--- src/rtl/portedge_pkg.sv ---
package portedge_pkg;

    typedef enum logic [1:0] {
        OFS_FLAG = 2'd0,
        OFS_EDGE = 2'd1,
        OFS_MASK = 2'd2,
        OFS_NONE = 2'd3
    } reg_ofs_e;

    typedef struct packed {
        logic flag_we;
        logic edge_we;
        logic mask_we;
    } bank_we_t;

    function automatic bank_we_t decode_write(input logic wr, input reg_ofs_e ofs);
        bank_we_t we;
        we.flag_we = wr && (ofs == OFS_FLAG);
        we.edge_we = wr && (ofs == OFS_EDGE);
        we.mask_we = wr && (ofs == OFS_MASK);
        return we;
    endfunction

    // select = 0 : rising transition, select = 1 : falling transition
    function automatic logic edge_pick(input logic now_v, input logic was_v, input logic select);
        return select ? (was_v & ~now_v) : (now_v & ~was_v);
    endfunction

endpackage

--- src/rtl/portedge_sync.sv ---
module portedge_sync #(
    parameter int N_PINS = 8,
    parameter int STAGES = 2
) (
    input  logic              clk,
    input  logic              rst,
    input  logic [N_PINS-1:0] raw_i,
    output logic [N_PINS-1:0] sync_o
);
    logic [N_PINS-1:0] stage_q [STAGES];

    always_ff @(posedge clk) begin
        if (rst) stage_q[0] <= '0;
        else     stage_q[0] <= raw_i;
    end

    for (genvar s = 1; s < STAGES; s++) begin : g_stage
        always_ff @(posedge clk) begin
            if (rst) stage_q[s] <= '0;
            else     stage_q[s] <= stage_q[s-1];
        end
    end

    assign sync_o = stage_q[STAGES-1];
endmodule

--- src/rtl/portedge_detect.sv ---
module portedge_detect
    import portedge_pkg::*;
#(
    parameter int N_PINS = 8
) (
    input  logic              clk,
    input  logic              rst,
    input  logic [N_PINS-1:0] sync_i,
    input  logic [N_PINS-1:0] edge_sel_i,
    output logic [N_PINS-1:0] hit_o
);
    logic [N_PINS-1:0] prev_q;

    always_ff @(posedge clk) begin
        if (rst) prev_q <= '0;
        else     prev_q <= sync_i;
    end

    for (genvar i = 0; i < N_PINS; i++) begin : g_pin
        assign hit_o[i] = edge_pick(sync_i[i], prev_q[i], edge_sel_i[i]);
    end
endmodule

--- src/rtl/portedge_bank.sv ---
module portedge_bank
    import portedge_pkg::*;
#(
    parameter int N_PINS = 8
) (
    input  logic              clk,
    input  logic              rst,
    input  bank_we_t          we_i,
    input  logic [N_PINS-1:0] wdata_i,
    input  logic [N_PINS-1:0] hit_i,
    output logic [N_PINS-1:0] flag_o,
    output logic [N_PINS-1:0] edge_sel_o,
    output logic [N_PINS-1:0] mask_o
);
    logic [N_PINS-1:0] flag_q, edge_q, mask_q;
    logic [N_PINS-1:0] flag_d;

    // hardware set is applied after the software value: an edge is never lost
    always_comb begin
        flag_d = we_i.flag_we ? wdata_i : flag_q;
        flag_d = flag_d | hit_i;
    end

    always_ff @(posedge clk) begin
        if (rst) begin
            flag_q <= '0;
            edge_q <= '0;
            mask_q <= '0;
        end else begin
            flag_q <= flag_d;
            if (we_i.edge_we) edge_q <= wdata_i;
            if (we_i.mask_we) mask_q <= wdata_i;
        end
    end

    assign flag_o     = flag_q;
    assign edge_sel_o = edge_q;
    assign mask_o     = mask_q;
endmodule

--- src/rtl/portedge_irq.sv ---
module portedge_irq
    import portedge_pkg::*;
#(
    parameter int N_PINS      = 8,
    parameter int SYNC_STAGES = 2
) (
    input  logic              clk,
    input  logic              rst,
    input  logic [N_PINS-1:0] pin_i,
    input  logic              bus_wr_i,
    input  logic [1:0]        bus_addr_i,
    input  logic [N_PINS-1:0] bus_wdata_i,
    output logic [N_PINS-1:0] bus_rdata_o,
    input  logic              irq_ack_i,
    output logic              irq_o
);
    logic [N_PINS-1:0] pin_sync;
    logic [N_PINS-1:0] hit;
    logic [N_PINS-1:0] flag_q, edge_q, mask_q;
    reg_ofs_e          ofs;
    bank_we_t          we;

    assign ofs = reg_ofs_e'(bus_addr_i);
    assign we  = decode_write(bus_wr_i, ofs);

    portedge_sync #(.N_PINS(N_PINS), .STAGES(SYNC_STAGES)) u_sync (
        .clk(clk), .rst(rst), .raw_i(pin_i), .sync_o(pin_sync)
    );

    portedge_detect #(.N_PINS(N_PINS)) u_detect (
        .clk(clk), .rst(rst), .sync_i(pin_sync), .edge_sel_i(edge_q), .hit_o(hit)
    );

    portedge_bank #(.N_PINS(N_PINS)) u_bank (
        .clk(clk), .rst(rst), .we_i(we), .wdata_i(bus_wdata_i), .hit_i(hit),
        .flag_o(flag_q), .edge_sel_o(edge_q), .mask_o(mask_q)
    );

    always_comb begin
        unique case (ofs)
            OFS_FLAG: bus_rdata_o = flag_q;
            OFS_EDGE: bus_rdata_o = edge_q;
            OFS_MASK: bus_rdata_o = mask_q;
            default:  bus_rdata_o = '0;
        endcase
    end

    assign irq_o = |(flag_q & mask_q);
endmodule

--- config.mk ---
export PLATFORM = sky130hd
export DESIGN_NAME = portedge_irq
export DESIGN_NICKNAME = d
export VERILOG_FILES = /design/src/rtl/portedge_pkg.sv /design/src/rtl/portedge_sync.sv /design/src/rtl/portedge_detect.sv /design/src/rtl/portedge_bank.sv /design/src/rtl/portedge_irq.sv
export SDC_FILE = /design/constraint.sdc
export NUM_CORES = 1
export LEC_CHECK = 0
export BUFFER_PORTS_ARGS = -buffer_cell sky130_fd_sc_hd__buf_2
export CORE_AREA = 2 2 63 65
export DETAILED_ROUTE_END_ITERATION = 8
export DIE_AREA = 0 0 65 67
export PLACE_DENSITY = 0.75
export SYNTH_ARGS = -nofsm -noshare
export SYNTH_HDL_FRONTEND = slang
export SYNTH_SLANG_ARGS = --single-unit
--- constraint.sdc ---
create_clock -name clk -period 1.2 [get_ports clk]
set_clock_uncertainty 0.05 [all_clocks]
set_input_delay 0.06 -clock clk [delete_from_list [all_inputs] [get_ports clk]]
set_output_delay 0.06 -clock clk [all_outputs]
set_load 0.1 [all_outputs]
==> results of run 1 <==
## path summary, 6_finish.rpt
kind	startpoint	to	slack, ps
max	u_bank.flag_o[2]$_SDFF_PP0_	irq_o	-150
min	rst	u_bank.mask_o[5]$_SDFFE_PP0P_	150
max reg2reg	u_bank.edge_sel_o[1]$_SDFFE_PP0P_	u_bank.flag_o[1]$_SDFF_PP0_	40
min reg2reg	u_sync.stage_q[0][3]$_SDFF_PP0_	u_sync.stage_q[1][3]$_SDFF_PP0_	390
## layout by cell type (no fill, tap or decap), types with 5 or more instances in the layout
master	instances
a21oi_1	16
a221o_1	8
buf_12	10
buf_2	20
buf_4	12
clkbuf_8	5
dfxtp_1	29
dfxtp_2	13
dfxtp_4	6
dlygate4sd3_1	16
mux2i_1	9
nand2_1	16
nand3_1	8
nand3b_1	8
nor2_1	8
nor2b_1	25
o21ai_4	7
or3b_1	8
## layout make-up
cell class,instances,area [µm²],share of cell area
Clock buffer,6,72.6,0.0263
Multi-Input combinational cell,131,1040,0.377
Clock inverter,2,35.0,0.0127
Tap cell,48,60.1,0.0218
Sequential cell,48,1000,0.362
Timing Repair Buffer,58,551,0.200
## sequential cells by signal (all words and copies together), names as in the netlist
| register | flops |
|---|---|
| u_detect.prev_q | 8 |
| u_bank.edge_sel_o | 8 |
| u_bank.flag_o | 8 |
| u_bank.mask_o | 8 |
| u_sync.stage_q | 16 |
## worst max-delay path, cell delays in order, from the launching register on
cell and delay, ps:
dfxtp_2 350, a22oi_2 190, nand4_1 180, buf_12 220
## what timing repair did
item	CTS	global route
setup endpoints to repair	9	9
hold buffers	16	0
setup buffers	4	0
resized for setup	30	10
pin swaps	3	1
endpoints found under the hold margin	29	0
## where the power goes
group | internal, µW | leakage (µW) | switching, µW
Clock | 618 | 0.0000552 | 512
Combinational | 259 | 0.000620 | 302
Sequential | 1660 | 0.000403 | 59.4
Total | 2540 | 0.00108 | 874
## layer usage
layer,part of all wire,global-route usage
met2,0.54,0.419
met5,0,0
met3,0.047,0.0625
met1,0.40,0.229
met4,0.012,0.120
## kinds of logic after synthesis
| logic type | share of synthesized area |
|---|---|
| flops | 0.498 |
| buf+inv | 0.0473 |
| compound gates | 0.119 |
| simple gates | 0.252 |
| mux | 0.0830 |
## metrics by stage
step / TNS (ps) / cell area [µm²] / total power, µW / instances
floorplan: -453 / 2010 / 2060 / 191
global placement: 0 / 2340 / 2210 / 265
detailed placement: 0 / 2340 / 2230 / 265
CTS: -297 / 2710 / 3420 / 293
global route: -690 / 2760 / 3560 / 293
finish: -250 / 2760 / 3410 / 293
==> reports/metrics.yaml, run 1 <==
status: "complete, but fails checks"
violations: "negative setup slack"
track_usage: 0.226
hold_viol_final: 0
clock-root-buffer: "clkbuf_8"
drive_above_1_share: 0.376
dr.pass1.iters: 4
peakVddDrop_v: 0.000960
async_reset_ff_frac: 0
synth_top_area_frac: 0.498
vias: 1611
synth_ff_type: "dfxtp_1"
avgSynthCellArea_um2: 10.1
drt_wl_total_um: 4620
arrival_ps: 1240
ys_seq_area_frac: 0.498
grt_start_max_net_pins: 26
final_nets: 266
grt_pass1_wl_um: 7270
place_ws_ps: 44.3
final_max_slew_viol_count: 0
vias_per_cell: 5.50
synth_most_common_cell: "dfxtp_1"
fin_crit_ps: 1350
ant_nets: 0
drv_cap: 0
power_leakage_uw: 0.00108
ys_ff_latch: 48
drtIter0Drc: 86
core_region_area_um2: 3610
criticalPathCategory: "reg2out"
r2r_cells: 3
fmax_ghz: 0.742
synth_commonest_cells: "48 x dfxtp_1, 25 x nor2b_1, 16 x a21oi_1, 16 x mux2i_1, 16 x nand2_1"
grt.overflow.total: 0
antenna_found_initial: 0
area_delta_synth_final_pct: 43.0
ys_top_cells_by_area: "dfxtp_1 50%, mux2i_1 8.3%, nor2b_1 8.1%, a21oi_1 4.2%, a221o_1 4.2%"
min_period_over_period: 1.12
fin_ws_ps: -148
tightest_slew_ps: 414
grt_pass1_vias: 1648
path_max_fanout: 3
timing.hold.ws_ps: 151
clk_latency_ps: 300
synth_edf_count: 0
cts_tree: "done"
fin_util: 0.765
max_slew_margin: 0.723
die_w_um: 65
synthCells: 191
whs_path_depth: 3
path_clk_slew_ps: 80
rsz0062_at_grt: "true"
diodes: 0
syn-num-nets: 213
place_hpwl_um: 2890
die_y_um: 67
detail_route.wl_per_cell_um: 15.8
cts.sinks: 48
ios: 31
cts_buffer_depth: 2
io_buffers: 29
hp-class: "in2reg"
cp.required_ps: 1090
initial_utilization: 0.535
cts_buffers: 5
gp_congestion: 0.849
route.detailed.drc: 0
syn-cell-area_um2: 1930
post-synth-top-area-cell: "dfxtp_1"
yosys_warnings: 0
cellPowerDensity_nw_per_um2: 1240
setup_violations: 9
rows: 22
yosysUniqueCellTypes: 23
fillerInstances: 230
htree_levels: 2
critPathLaunchType: "flip-flop"
cp-end-kind: "output port"
die_area_um2: 4360
Power figures use the tool's default switching activity.
==> inputs of run 2 (changes only) <==
- PLACE_DENSITY: 0.75 -> 0.77
- REMOVE_ABC_BUFFERS: default -> 1
- SYNTH_HIERARCHICAL: default -> 1
==> run 2 against run 1 <==
Effect of this change:
- the run still ends with negative setup slack left
- via count is 10% lower
- clock power is 23% lower
- power is 9.1% lower
- critical path type unchanged
==> reports/metrics.yaml, run 2 <==
core_region_area_um2: 3610
cts_setup_buffers: 0
hold_viol_final: 0
yosys_warnings: 6
synth_top_family_by_area: "simple AND/OR/NAND/NOR gates"
rows: 22
synth_top_area_frac: 0.486
detail_route.wl_per_cell_um: 13.6
synth_edf_count: 0
cts.sinks: 48
die_y_um: 67
layout_common_cells: "32 x dfxtp_1, 31 x mux2i_1, 20 x buf_2"
die_area_um2: 4360
cp-end-kind: "output port"
cellPowerDensity_nw_per_um2: 1170
initial_utilization: 0.549
power_uw: 3100
tightest_slew_ps: 316
min_from: "bus_wdata_i[0]"
rsz0062_at_grt: "true"
synth_most_common_cell: "dfxtp_1"
synthXorXnorAreaFrac: 0
fin_ws_ps: -109
syn-cell-area_um2: 1980
status: "complete, but fails checks"
ys_top_cells_by_area: "dfxtp_1 49%, mux2i_1 16%, o22ai_2 5.1%, nor2b_1 3.8%, o2bb2ai_1 3.5%"
cts_tree: "done"
synth_compound_area_frac: 0.121
clock-root-buffer: "clkbuf_8"
drv_cap: 0
path_max_fanout: 3
criticalPathCategory: "reg2out"
ant_nets: 0
regMostFlops: "u_sync/stage_q"
grt_pass1_vias: 1516
fmax_ghz: 0.764
dp.cells: 268
final_max_slew_viol_count: 0
ys_ff_latch: 48
ios: 31
path_clk_slew_ps: 80
dr.pass1.iters: 4
synth_commonest_cells: "48 x dfxtp_1, 32 x mux2i_1, 16 x nor2_1, 12 x nor2b_1"
antenna_found_initial: 0
synth_ff_type: "dfxtp_1"
htree_levels: 2
violations: "negative setup slack"
route.detailed.drc: 0
post-synth-top-area-cell: "dfxtp_1"
final_cells: 287
ys_seq_area_frac: 0.486
synth.area.mux_share: 0.162
async_reset_ff_frac: 0
grt_pass1_wl_um: 6650
drive_above_1_share: 0.414
critPathLaunchType: "flip-flop"
arrival_ps: 1200
hp-class: "in2reg"
cts_buffers: 5
power_leakage_uw: 0.00104
worstSetupStartpoint: "u_bank/mask_o[2]$_SDFFE_PP0P_"
vias: 1446
grt.overflow.total: 0
avgSynthCellArea_um2: 10.6
largest_reg_flops: 16
r2r-start: "u_bank/edge_sel_o[5]$_SDFFE_PP0P_"
fin_crit_ps: 1310
mostFrequentLayoutCell: "dfxtp_1"
gp_congestion: 0.850
cts_buffer_depth: 2
io_buffers: 29
drtIter0Drc: 74
max_slew_margin: 0.789
vias_per_cell: 5.04
die_w_um: 65
yosysUniqueCellTypes: 20
diodes: 0
track_usage: 0.201
clk_latency_ps: 290
final_nets: 261
synth_fa_ha_area_frac: 0
synthCells: 186
drt_wl_total_um: 3900
cp.required_ps: 1090
area_delta_synth_final_pct: 34.4
place_hpwl_um: 2790
min_period_over_period: 1.09
grt_start_max_net_pins: 17
setup_violations: 8
synth_simple_gate_area_frac: 0.181
peakVddDrop_v: 0.000905
[run 2: changes by cell type in the layout (fill, tap and decap cells not counted), moves of 8 or more]
cell,previous run,this run
a221o_1,8,0
a21oi_1,16,8
inv_1,0,8
nand3b_1,8,0
nor2b_1,25,12
nand2b_1,0,8
nand2_1,16,8
nor2_1,8,16
or3b_1,8,0
o22ai_2,0,8
nand3_1,8,0
mux2i_1,9,31
o2bb2ai_2,0,8
[run 2: layer usage]
| layer | routed length, µm | vias to the layer above | GRT usage |
|---|---|---|---|
| met5 | 0 | - | 0 |
| met4 | 35 | 0 | 0.0638 |
| met3 | 135 | 5 | 0.0405 |
| met2 | 1950 | 26 | 0.361 |
| met1 | 1780 | 677 | 0.239 |
| li1 | - | 738 | - |
[run 2: repair_timing]
item / 4_1_cts / 5_1_grt
gates resized for setup: 28 / 1
endpoints found under the hold margin: 13 / 0
endpoints found under the setup margin: 9 / 9
pin swaps: 12 / 2
hold buffers: 12 / 0
[run 2: cell families after synthesis]
logic type | after synthesis
AND/OR/NAND/NOR | 61
flip-flops | 48
multiplexers | 32
AO/OA/AOI/OAI | 28
buffers and inverters | 17
[run 2: area by class of cell]
cell class                 instances  area, µm²
clock buffer                       6       72.6
clock inverter                     1       5.00
fill                             248        947
inverter                           8       30.0
multi-input combinational        121        992
sequential                        48        981
tap                               48       60.1
timing repair buffer              55        518
[run 2: path summary, 6_finish.rpt]
check	endpoint	slack (ps)	cells after the start
setup / recovery	irq_o	-110	3
hold / removal	u_bank/edge_sel_o[0]$_SDFFE_PP0P_	2	3
setup reg to reg	u_bank/flag_o[5]$_SDFF_PP0_	250	4
hold reg to reg	u_sync/stage_q[1][3]$_SDFF_PP0_	390	1
[run 2: stage by stage]
step	setup TNS [ps]	setup WS [ps]	area, µm²	utilization	hold WS [ps]
4_1_cts	-353	-114	2660	0.736	1.03
2_1_floorplan	-9260	-765	1910	-	75.8
5_1_grt	-685	-142	2660	0.737	12.8
3_5_place_dp	0	31.6	2370	0.656	227
3_3_place_gp	0	111	2370	0.656	220
6_report	-299	-109	2660	0.737	2.46
[run 2: where the power goes]
part           internal (µW)  switching [µW]  total, µW
Sequential              1670            54.1       1720
Combinational            241             273        514
Clock                    396             471        867
[run 2: critical path, stage by stage, from the launching register on]
cell     delay [ps]
dfxtp_2         340
a22oi_2         180
nand4_1         180
buf_12          210
